<file path="src/rtl/wdog_pkg.sv">
package wdog_pkg;

    typedef enum logic [1:0] {
        DIV_2   = 2'd0,
        DIV_4   = 2'd1,
        DIV_128 = 2'd2,
        DIV_256 = 2'd3
    } div_e;

    // Last prescaler phase (divide ratio minus one) for a divider code
    function automatic logic [7:0] div_last(input logic [1:0] code);
        logic [7:0] r;
        case (div_e'(code))
            DIV_2:   r = 8'd1;
            DIV_4:   r = 8'd3;
            DIV_128: r = 8'd127;
            default: r = 8'd255;
        endcase
        return r;
    endfunction

endpackage

</file>
<file path="src/rtl/wdog_presc.sv">
module wdog_presc
    import wdog_pkg::*;
#(
    parameter int PRE_W = 8
) (
    input  logic       clk_i,
    input  logic       rst_ni,
    input  logic       clr_i,
    input  logic       run_i,
    input  logic       restart_i,
    input  logic [1:0] div_sel_i,
    output logic       tick_o
);

    typedef struct packed {
        logic [PRE_W-1:0] phase;
    } presc_t;

    presc_t st_d, st_q;
    logic [PRE_W-1:0] last;

    always_comb begin
        st_d   = st_q;
        last   = PRE_W'(div_last(div_sel_i));
        tick_o = run_i && !clr_i && (st_q.phase >= last);
        if (clr_i || !run_i || restart_i || tick_o) begin
            st_d.phase = '0;
        end else begin
            st_d.phase = st_q.phase + PRE_W'(1);
        end
    end

    always_ff @(posedge clk_i or negedge rst_ni) begin
        if (!rst_ni) begin
            st_q <= '0;
        end else begin
            st_q <= st_d;
        end
    end

    // an idle prescaler is cleared on the following cycle
    a_r7_idle_clear: assert property (@(posedge clk_i) disable iff (!rst_ni)
        !run_i |=> (st_q.phase == '0));

    // ticks never come back to back (smallest ratio is two)
    a_r2_tick_spacing: assert property (@(posedge clk_i) disable iff (!rst_ni)
        tick_o |=> !tick_o);

endmodule

</file>
<file path="src/rtl/wdog_cnt.sv">
module wdog_cnt #(
    parameter int CNT_W = 16,
    parameter int REL_W = 8
) (
    input  logic             clk_i,
    input  logic             rst_ni,
    input  logic             clr_i,
    input  logic             svc_i,
    input  logic             tick_i,
    input  logic [REL_W-1:0] rel_i,
    output logic [CNT_W-1:0] cnt_o,
    output logic             ovf_o
);

    localparam int LOW_W = CNT_W - REL_W;

    typedef struct packed {
        logic [CNT_W-1:0] cnt;
    } cnt_t;

    cnt_t st_d, st_q;

    always_comb begin
        st_d  = st_q;
        ovf_o = !clr_i && tick_i && !svc_i && (&st_q.cnt);
        if (clr_i) begin
            st_d.cnt = '0;
        end else if (svc_i) begin
            st_d.cnt = {rel_i, {LOW_W{1'b0}}};
        end else if (tick_i) begin
            st_d.cnt = st_q.cnt + CNT_W'(1);
        end
    end

    always_ff @(posedge clk_i or negedge rst_ni) begin
        if (!rst_ni) begin
            st_q <= '0;
        end else begin
            st_q <= st_d;
        end
    end

    assign cnt_o = st_q.cnt;

    // service loads the reload byte, even against a tick
    a_r3_svc_load: assert property (@(posedge clk_i) disable iff (!rst_ni)
        (svc_i && !clr_i) |=> (cnt_o == {$past(rel_i), {LOW_W{1'b0}}}));

    a_r4_svc_beats_tick: assert property (@(posedge clk_i) disable iff (!rst_ni)
        (svc_i && tick_i && !clr_i) |=> (cnt_o[LOW_W-1:0] == '0));

    // a lone tick advances the count by one
    a_r2_step: assert property (@(posedge clk_i) disable iff (!rst_ni)
        (tick_i && !svc_i && !clr_i) |=> (cnt_o == $past(cnt_o) + CNT_W'(1)));

    // no tick and no service leaves the count alone
    a_r7_hold: assert property (@(posedge clk_i) disable iff (!rst_ni)
        (!tick_i && !svc_i && !clr_i) |=> $stable(cnt_o));

endmodule

</file>
<file path="src/rtl/wdog_ctrl.sv">
module wdog_ctrl #(
    parameter int REL_W       = 8,
    parameter int STRETCH_CYC = 16
) (
    input  logic             clk_i,
    input  logic             rst_ni,
    input  logic             ovf_i,
    input  logic             dis_i,
    input  logic             ena_i,
    input  logic             einit_i,
    input  logic             mode_enh_i,
    input  logic             cfg_we_i,
    input  logic [REL_W-1:0] cfg_rel_i,
    input  logic [1:0]       cfg_div_i,
    output logic             en_o,
    output logic [REL_W-1:0] rel_o,
    output logic [1:0]       div_o,
    output logic             hold_o
);

    localparam int ST_W = $clog2(STRETCH_CYC + 1);

    typedef struct packed {
        logic             en;
        logic             einit;
        logic [REL_W-1:0] rel;
        logic [1:0]       div;
        logic [ST_W-1:0]  stretch;
    } ctrl_t;

    localparam ctrl_t CTRL_RST = '{en: 1'b1, einit: 1'b0, rel: '0, div: 2'd0, stretch: '0};

    ctrl_t st_d, st_q;
    logic  dis_ok;

    always_comb begin
        st_d   = st_q;
        dis_ok = mode_enh_i || !st_q.einit;
        if (ovf_i) begin
            st_d         = CTRL_RST;
            st_d.stretch = ST_W'(STRETCH_CYC);
        end else if (st_q.stretch != '0) begin
            st_d         = CTRL_RST;
            st_d.stretch = st_q.stretch - ST_W'(1);
        end else begin
            if (einit_i) begin
                st_d.einit = 1'b1;
            end
            if (ena_i) begin
                st_d.en = 1'b1;
            end else if (dis_i && dis_ok) begin
                st_d.en = 1'b0;
            end
            if (cfg_we_i) begin
                st_d.rel = cfg_rel_i;
                st_d.div = cfg_div_i;
            end
        end
    end

    always_ff @(posedge clk_i or negedge rst_ni) begin
        if (!rst_ni) begin
            st_q <= CTRL_RST;
        end else begin
            st_q <= st_d;
        end
    end

    assign en_o   = st_q.en;
    assign rel_o  = st_q.rel;
    assign div_o  = st_q.div;
    assign hold_o = (st_q.stretch != '0);

    // once locked in compatible mode, a running watchdog stays running
    a_r5_lock: assert property (@(posedge clk_i) disable iff (!rst_ni)
        (!mode_enh_i && st_q.einit && st_q.en && !ovf_i && !hold_o) |=> en_o);

    // an accepted enable strobe always leaves the watchdog running
    a_r6_enable: assert property (@(posedge clk_i) disable iff (!rst_ni)
        (ena_i && !ovf_i && !hold_o) |=> en_o);

    // overflow opens the full stretch, which is not cut short
    a_r8_start: assert property (@(posedge clk_i) disable iff (!rst_ni)
        (ovf_i && !hold_o) |=> (hold_o && st_q.stretch == ST_W'(STRETCH_CYC)));

    a_r8_keep: assert property (@(posedge clk_i) disable iff (!rst_ni)
        (st_q.stretch > ST_W'(1)) |=> hold_o);

    // state is back at its reset values while the stretch runs
    a_r9_reinit: assert property (@(posedge clk_i) disable iff (!rst_ni)
        hold_o |-> (en_o && !st_q.einit && rel_o == '0 && div_o == 2'd0));

endmodule

</file>
<file path="src/rtl/wdog_top.sv">
module wdog_top #(
    parameter int CNT_W       = 16,
    parameter int REL_W       = 8,
    parameter int PRE_W       = 8,
    parameter int STRETCH_CYC = 16
) (
    input  logic             clk_i,
    input  logic             rst_ni,
    input  logic             svc_i,
    input  logic             dis_i,
    input  logic             ena_i,
    input  logic             einit_i,
    input  logic             mode_enh_i,
    input  logic             cfg_we_i,
    input  logic [REL_W-1:0] cfg_rel_i,
    input  logic [1:0]       cfg_div_i,
    output logic [CNT_W-1:0] cnt_o,
    output logic             rst_req_o,
    output logic             rst_out_no
);

    logic             en;
    logic             hold;
    logic             tick;
    logic             ovf;
    logic [REL_W-1:0] rel;
    logic [1:0]       div;

    wdog_ctrl #(
        .REL_W       (REL_W),
        .STRETCH_CYC (STRETCH_CYC)
    ) u_ctrl (
        .clk_i      (clk_i),
        .rst_ni     (rst_ni),
        .ovf_i      (ovf),
        .dis_i      (dis_i),
        .ena_i      (ena_i),
        .einit_i    (einit_i),
        .mode_enh_i (mode_enh_i),
        .cfg_we_i   (cfg_we_i),
        .cfg_rel_i  (cfg_rel_i),
        .cfg_div_i  (cfg_div_i),
        .en_o       (en),
        .rel_o      (rel),
        .div_o      (div),
        .hold_o     (hold)
    );

    wdog_presc #(
        .PRE_W (PRE_W)
    ) u_presc (
        .clk_i     (clk_i),
        .rst_ni    (rst_ni),
        .clr_i     (hold),
        .run_i     (en),
        .restart_i (svc_i),
        .div_sel_i (div),
        .tick_o    (tick)
    );

    wdog_cnt #(
        .CNT_W (CNT_W),
        .REL_W (REL_W)
    ) u_cnt (
        .clk_i  (clk_i),
        .rst_ni (rst_ni),
        .clr_i  (hold),
        .svc_i  (svc_i),
        .tick_i (tick),
        .rel_i  (rel),
        .cnt_o  (cnt_o),
        .ovf_o  (ovf)
    );

    assign rst_req_o  = hold;
    assign rst_out_no = ~hold;

    // the pin mirrors the request, and a request never starts without overflow
    a_r8_request_source: assert property (@(posedge clk_i) disable iff (!rst_ni)
        (!rst_req_o && !ovf) |=> !rst_req_o);

endmodule

</file>
<file path="config.mk">
export PLATFORM = sky130hd
export DESIGN_NAME = wdog_top
export DESIGN_NICKNAME = d
export VERILOG_FILES = /design/src/rtl/wdog_pkg.sv /design/src/rtl/wdog_presc.sv /design/src/rtl/wdog_cnt.sv /design/src/rtl/wdog_ctrl.sv /design/src/rtl/wdog_top.sv
export SDC_FILE = /design/constraint.sdc
export NUM_CORES = 1
export LEC_CHECK = 0
export ABC_CLOCK_PERIOD_IN_PS = 5500
export BUFFER_PORTS_ARGS = -buffer_cell sky130_fd_sc_hd__buf_2
export CAP_MARGIN = 20
export CORE_MARGIN = 2
export CORE_UTILIZATION = 60
export CTS_BUF_LIST = sky130_fd_sc_hd__clkbuf_4
export DETAILED_ROUTE_END_ITERATION = 8
export PLACE_DENSITY = 0.84
export SLEW_MARGIN = 20
export SYNTH_ARGS = -nofsm -noshare
export SYNTH_HDL_FRONTEND = slang
export SYNTH_SLANG_ARGS = --single-unit
</file>
<file path="constraint.sdc">
create_clock -name clk_i -period 5.5 [get_ports clk_i]
set_input_delay 0.55 -clock clk_i [delete_from_list [all_inputs] [get_ports clk_i]]
set_output_delay 0.55 -clock clk_i [all_outputs]
set_load 0.01 [all_outputs]
</file>
==> results of run 1 <==
[power breakdown]
| group | internal [mW] | switching (mW) | total (mW) |
|---|---|---|---|
| Sequential | 0.318 | 0.0160 | 0.334 |
| Clock | 0.0963 | 0.102 | 0.198 |
| Combinational | 0.0289 | 0.0388 | 0.0677 |
| Total | 0.444 | 0.157 | 0.600 |
[registers in the layout (all words and copies together), names as in the netlist]
name          count
u_cnt.cnt_o      16
u_ctrl.rel_o      8
u_presc.st_q      8
u_ctrl.st_q       6
u_ctrl.div_o      2
u_ctrl.en_o       1
[Yosys cell counts, drive strengths merged, types with 2 or more instances]
library cell	n	area share, %
dfrtp	40	46
nor2	35	6.1
nand3	16	3.9
o21ai	15	3.5
xnor2	14	5.7
a21oi	12	2.9
ha	10	5.8
inv	10	1.7
mux2i	10	4.6
nand2	9	1.6
xor2	9	3.6
nor3	7	2.1
and3	4	1.2
buf	4	1.2
nor4	4	2.3
nand4	3	0.87
a211oi	2	0.69
and2	2	0.58
clkbuf	2	0.35
nand2b	2	0.92
or2	2	0.58
[cells in the final DEF (no fill, tap or decap), types with 6 or more instances in the layout]
| master | synthesis | final |
|---|---|---|
| nand2_1 | 9 | 9 |
| o21ai_0 | 13 | 13 |
| xnor2_1 | 14 | 14 |
| mux2i_1 | 10 | 10 |
| nor2_1 | 35 | 35 |
| xor2_1 | 9 | 9 |
| nor3_1 | 6 | 6 |
| a21oi_1 | 11 | 11 |
| ha_1 | 10 | 10 |
| buf_2 | 2 | 35 |
| nand3_1 | 15 | 15 |
| inv_1 | 8 | 8 |
| dfrtp_1 | 40 | 40 |
[worst register-to-register path, cell delays in order (launching register included)]
cell and delay (ps):
dfrtp_1 430, inv_1 170, ha_1 270, a211oi_1 330, o31ai_2 130, a21oi_2 460, o21ai_1 390, a211o_1 390
[cell type report]
type	instances	share of cell area, %
tap	46	2.35
inverter	10	1.53
multi-input combinational	162	43.6
sequential	41	42.0
timing repair buffer	35	7.15
clock buffer	5	1.53
clock inverter	3	1.89
[layer usage]
metal	global-route usage (%)	up-vias	share of wire, %
met1	31.5	815	46
li1	-	822	-
met3	6.34	4	4.4
met5	0	-	0
met4	7.61	0	0.77
met2	37.4	47	49
[worst max-delay path by stage]
stage,to
after floorplan,rst_out_no
after global placement,u_ctrl.en_o
after detailed placement,u_ctrl.en_o
after CTS,rst_req_o
after global routing,rst_req_o
final,rst_req_o
[kinds of logic (layout without fill, tap and decap cells)]
kind of cell | count (synthesis) | count (layout) | share of synthesized area, %
AOI/OAI and AO/OA | 32 | 32 | 8.44
adders and majority gates | 10 | 10 | 5.78
DFF | 41 | 41 | 47.5
buffers and inverters | 16 | 53 | 3.24
muxes | 10 | 10 | 4.62
and+or+nand+nor | 87 | 87 | 21.2
xor gates and xnor gates | 23 | 23 | 9.31
[per-stage QoR]
| step | worst slack (ps) | cells | total power [mW] | utilization (%) |
|---|---|---|---|---|
| after global placement | 2980 | 294 | 0.404 | 69.8 |
| after detailed placement | 2890 | 294 | 0.408 | 69.8 |
| final | 2790 | 302 | 0.600 | 72.2 |
| after global routing | 2640 | 302 | 0.631 | 72.2 |
| after CTS | 2800 | 302 | 0.604 | 72.2 |
| after floorplan | 3590 | 219 | 0.377 | - |
==> results.toml, run 1 <==
[run_status]
outcome = "finished clean"

[worst_setup_path]
path_buf_inv = 3
crit_family = "simple AND/OR/NAND/NOR gates"
r2r_cells = 7
path_class = "register to primary output"
cp_slowest_stage_delay_ps = 580
cp_max_fo = 21
path_cells = "inv_1, ha_1, nand2b_4, nor3_4, inv_2, buf_2"
r2r-start = "u_ctrl.div_o[1]"
startpoint_type = "register"
worst-path-stages = 6
crit_required_ps = 4950
r2r_end = "u_ctrl.en_o"
cp_slowest_cell = "nor3_4"
setup.worst_path.start = "u_ctrl.st_q[0]"
arrival_ps = 2160
rrSetupSlack_ps = 2870
cp-end-kind = "primary output"

[finish]
drive_gt1_share_pct = 21.5
fill_cells = 252
nets = 283
design_area_um2 = 2450
multiInputGateArea_um2 = 1070
area_delta_synth_final_pct = 13.1
num_antenna_cells = 0
regArea_um2 = 1030

[die]
dieHeight_um = 64.1
start_util_pct = 63.9
fp.dieArea_um2 = 4100
rows = 21
die_w_um = 64.1
num_io_pins = 36
core-area_um2 = 3390

[route]
wl_per_cell_um = 14.1
firstDrtPassIters = 4
drc_errors = 0
vias = 1688
drt-total-wl_um = 4270
drtAntennaViolNets = 0
via_per_inst = 5.59
drt_iter0_drc = 112

[sta]
hold_viol = 0
worst_hold_slack_ps = 302
finalCriticalPeriod_ps = 2710
drv_slew = 0
rsz0062_at_grt = "false"
skew_ps = 9.15
setup_viol = 0
slew_headroom_pct = 42.2
tightest_slew_ps = 866
fin_crit_sh_pct = 49.3
tns_ps = 0
fmax_ghz = 0.369

[clock_network]
clkTransAtPathRegs_ps = 130
cts_buffer_depth = 2
cts.sink_count = 41
htree_num_levels = 2
cts_setup_buffers = 0
root_buffer = "clkbuf_4"
clk_latency_ps = 340
cts_hold_buf = 0
numCtsBuffers = 5
ctsResizeCount = 0
cts_tree = "done"

[power_and_ir_drop]
power_density_nw_per_um2 = 245
peakVddDrop_mv = 0.184
leakage_nw = 1.15

[synth]
ys_ff_latch = 41
synth_fp_nets = 247
async_reset_ff_share_pct = 100
synthCells = 219
yosysSeqAreaShare_pct = 47.5
post_synth.cell_area_avg_um2 = 9.88
ys_warn_count = 0
ys_types = 36
synthesis.area_um2 = 2160
ys.flop_type = "dfrtp_1"
synth_edf_count = 0

[global_routing]
grt_pass1_wl_um = 7510
overflow = 0
grt_pass1_vias = 1637
grt_max_degree = 42
antenna_found_initial = 0
track_usage_pct = 23.6

[placement]
io_buffers = 35
place.gp.congestion = 0.784
placed_area_um2 = 2360
dp_hpwl_um = 3130

[flow_run]
drv_cap = 0

[hold_path]
hold_class = "primary input to asynchronous set/reset pin"
Note: power is estimated with default switching activity, not from simulation.
==> inputs of run 2 (changes only) <==
--- a/config.mk
+++ b/config.mk
@@ -5,14 +5,14 @@
 export SDC_FILE = /design/constraint.sdc
 export NUM_CORES = 1
 export LEC_CHECK = 0
-export ABC_CLOCK_PERIOD_IN_PS = 5500
+export ABC_CLOCK_PERIOD_IN_PS = 2200
 export BUFFER_PORTS_ARGS = -buffer_cell sky130_fd_sc_hd__buf_2
 export CAP_MARGIN = 20
 export CORE_MARGIN = 2
-export CORE_UTILIZATION = 60
+export CORE_UTILIZATION = 52
 export CTS_BUF_LIST = sky130_fd_sc_hd__clkbuf_4
 export DETAILED_ROUTE_END_ITERATION = 8
-export PLACE_DENSITY = 0.84
+export PLACE_DENSITY = 0.77
 export SLEW_MARGIN = 20
 export SYNTH_ARGS = -nofsm -noshare
 export SYNTH_HDL_FRONTEND = slang
==> constraint.sdc (replaced) <==
create_clock -name clk_i -period 2.2 [get_ports clk_i]
set_input_delay 0.22 -clock clk_i [delete_from_list [all_inputs] [get_ports clk_i]]
set_output_delay 0.22 -clock clk_i [all_outputs]
set_load 0.01 [all_outputs]
==> results.toml, run 2 (synthesized netlist as in run 1, its figures left out) <==
[finish]
regArea_um2 = 1030
design_area_um2 = 2570
final_util_pct = 64.2
nets = 288
final_cell_mix = "dfrtp_1 (39), nor2_1 (35), buf_2 (35)"
fill_cells = 341
stdcell_count = 311
drive_gt1_share_pct = 25.7
largest_reg_flops = 16
area_delta_synth_final_pct = 18.7
multiInputGateArea_um2 = 1110
num_antenna_cells = 0
final_common_cell = "dfrtp_1"

[run_status]
violations = "hold timing"
outcome = "complete, but fails checks"

[power_and_ir_drop]
comb_power_share_pct = 11.3
p_clk_share_pct = 37.2
power_density_nw_per_um2 = 632
p_total_mw = 1.62
peakVddDrop_mv = 0.489
seq_power_share_pct = 51.5
leakage_nw = 1.19
switching_power_mw = 0.396
swShare_pct = 24.4
p_int_mw = 1.23

[die]
fp.dieArea_um2 = 4690
core-area_um2 = 4000
die_w_um = 68.5
num_io_pins = 36
start_util_pct = 54.1
dieHeight_um = 68.5
rows = 23

[worst_setup_path]
cp_max_fo = 6
startpoint_type = "register"
crit_required_ps = 2450
cp-end-kind = "register"
path_class = "register to register"
arrival_ps = 2360

[placement]
placed_area_um2 = 2420
place.gp.congestion = 0.840
pre_cts_slack_ps = 75.7
io_buffers = 35
dp_hpwl_um = 3190
place_inst = 303

[route]
via_per_inst = 5.33
vias = 1658
wl_per_cell_um = 14.3
drtAntennaViolNets = 0
drt_iter0_drc = 90
drc_errors = 0
drt-total-wl_um = 4460
firstDrtPassIters = 4

[sta]
setup_viol = 0
tns_ps = 0
skew_ps = 8.34
finalCriticalPeriod_ps = 2110
tightest_slew_ps = 884
finalWorstSetupSlack_ps = 88.5
worst_hold_slack_ps = -34.2
hold_viol = 40
slew_headroom_pct = 41.1
fmax_ghz = 0.474
drv_slew = 0
fin_crit_sh_pct = 96.0

[global_routing]
track_usage_pct = 20.6
grt_max_degree = 42
grt_pass1_vias = 1587
overflow = 0
grt_pass1_wl_um = 7150
antenna_found_initial = 0

[clock_network]
root_buffer = "clkbuf_4"
clk_latency_ps = 350
cts_hold_buf = 0
cts_buffer_depth = 2
htree_num_levels = 2
clkTransAtPathRegs_ps = 130
ctsResizeCount = 0
cts_setup_buffers = 0
cts_tree = "done"
numCtsBuffers = 5
cts.sink_count = 41

[hold_path]
hold_class = "primary input to asynchronous set/reset pin"

[flow_run]
drv_cap = 0
==> run 2: layer usage <==
layer	routed length [um]	global-route usage (%)	part of all wire, %	up-vias
li1	-	-	-	833
met1	2090	27.1	47	785
met2	2130	33.2	48	31
met3	154	3.57	3.5	9
met4	94	9.25	2.1	0
met5	0	0	0	-
==> run 2: worst paths after layout <==
kind | cells after the start | startpoint | slack [ps] | to
worst max-delay path | 8 | u_ctrl.div_o[1] | 90 | u_cnt.cnt_o[14]
worst min-delay path | 1 | rst_ni | -30 | u_cnt.cnt_o[1]
worst max register to register | 8 | u_ctrl.div_o[1] | 90 | u_cnt.cnt_o[14]
worst min register to register | 2 | u_ctrl.st_q[15] | 510 | u_ctrl.st_q[15]
max in group asynchronous | 1 | rst_ni | 1620 | u_ctrl.div_o[1]
min in group clk_i | 2 | ena_i | 70 | u_ctrl.en_o
==> run 2: cell type report <==
| class | count | area share, % |
|---|---|---|
| repair buffers | 40 | 8.76 |
| clock inverters | 3 | 2.53 |
| multi-input cells | 162 | 43.2 |
| well taps | 50 | 2.43 |
| flip-flops and latches | 41 | 40.0 |
| inverters | 10 | 1.56 |
| clock buffers | 5 | 1.46 |
==> run 2: power groups by stage <==
stage                     sequential (mW)  combinational (mW)  clock [mW]
after global routing                0.843               0.210       0.656
final                               0.837               0.183       0.605
after CTS                           0.834               0.175       0.616
after global placement              0.848               0.168           0
after detailed placement            0.849               0.175           0
after floorplan                     0.848              0.0943           0
==> run 2: critical path, cell delays in order (launching register included) <==
cell	delay (ps)
dfrtp_2	460
inv_4	110
ha_4	210
a211oi_1	400
o31ai_2	150
a21o_1	250
nand4_1	150
xor2_1	180
a21oi_1	80
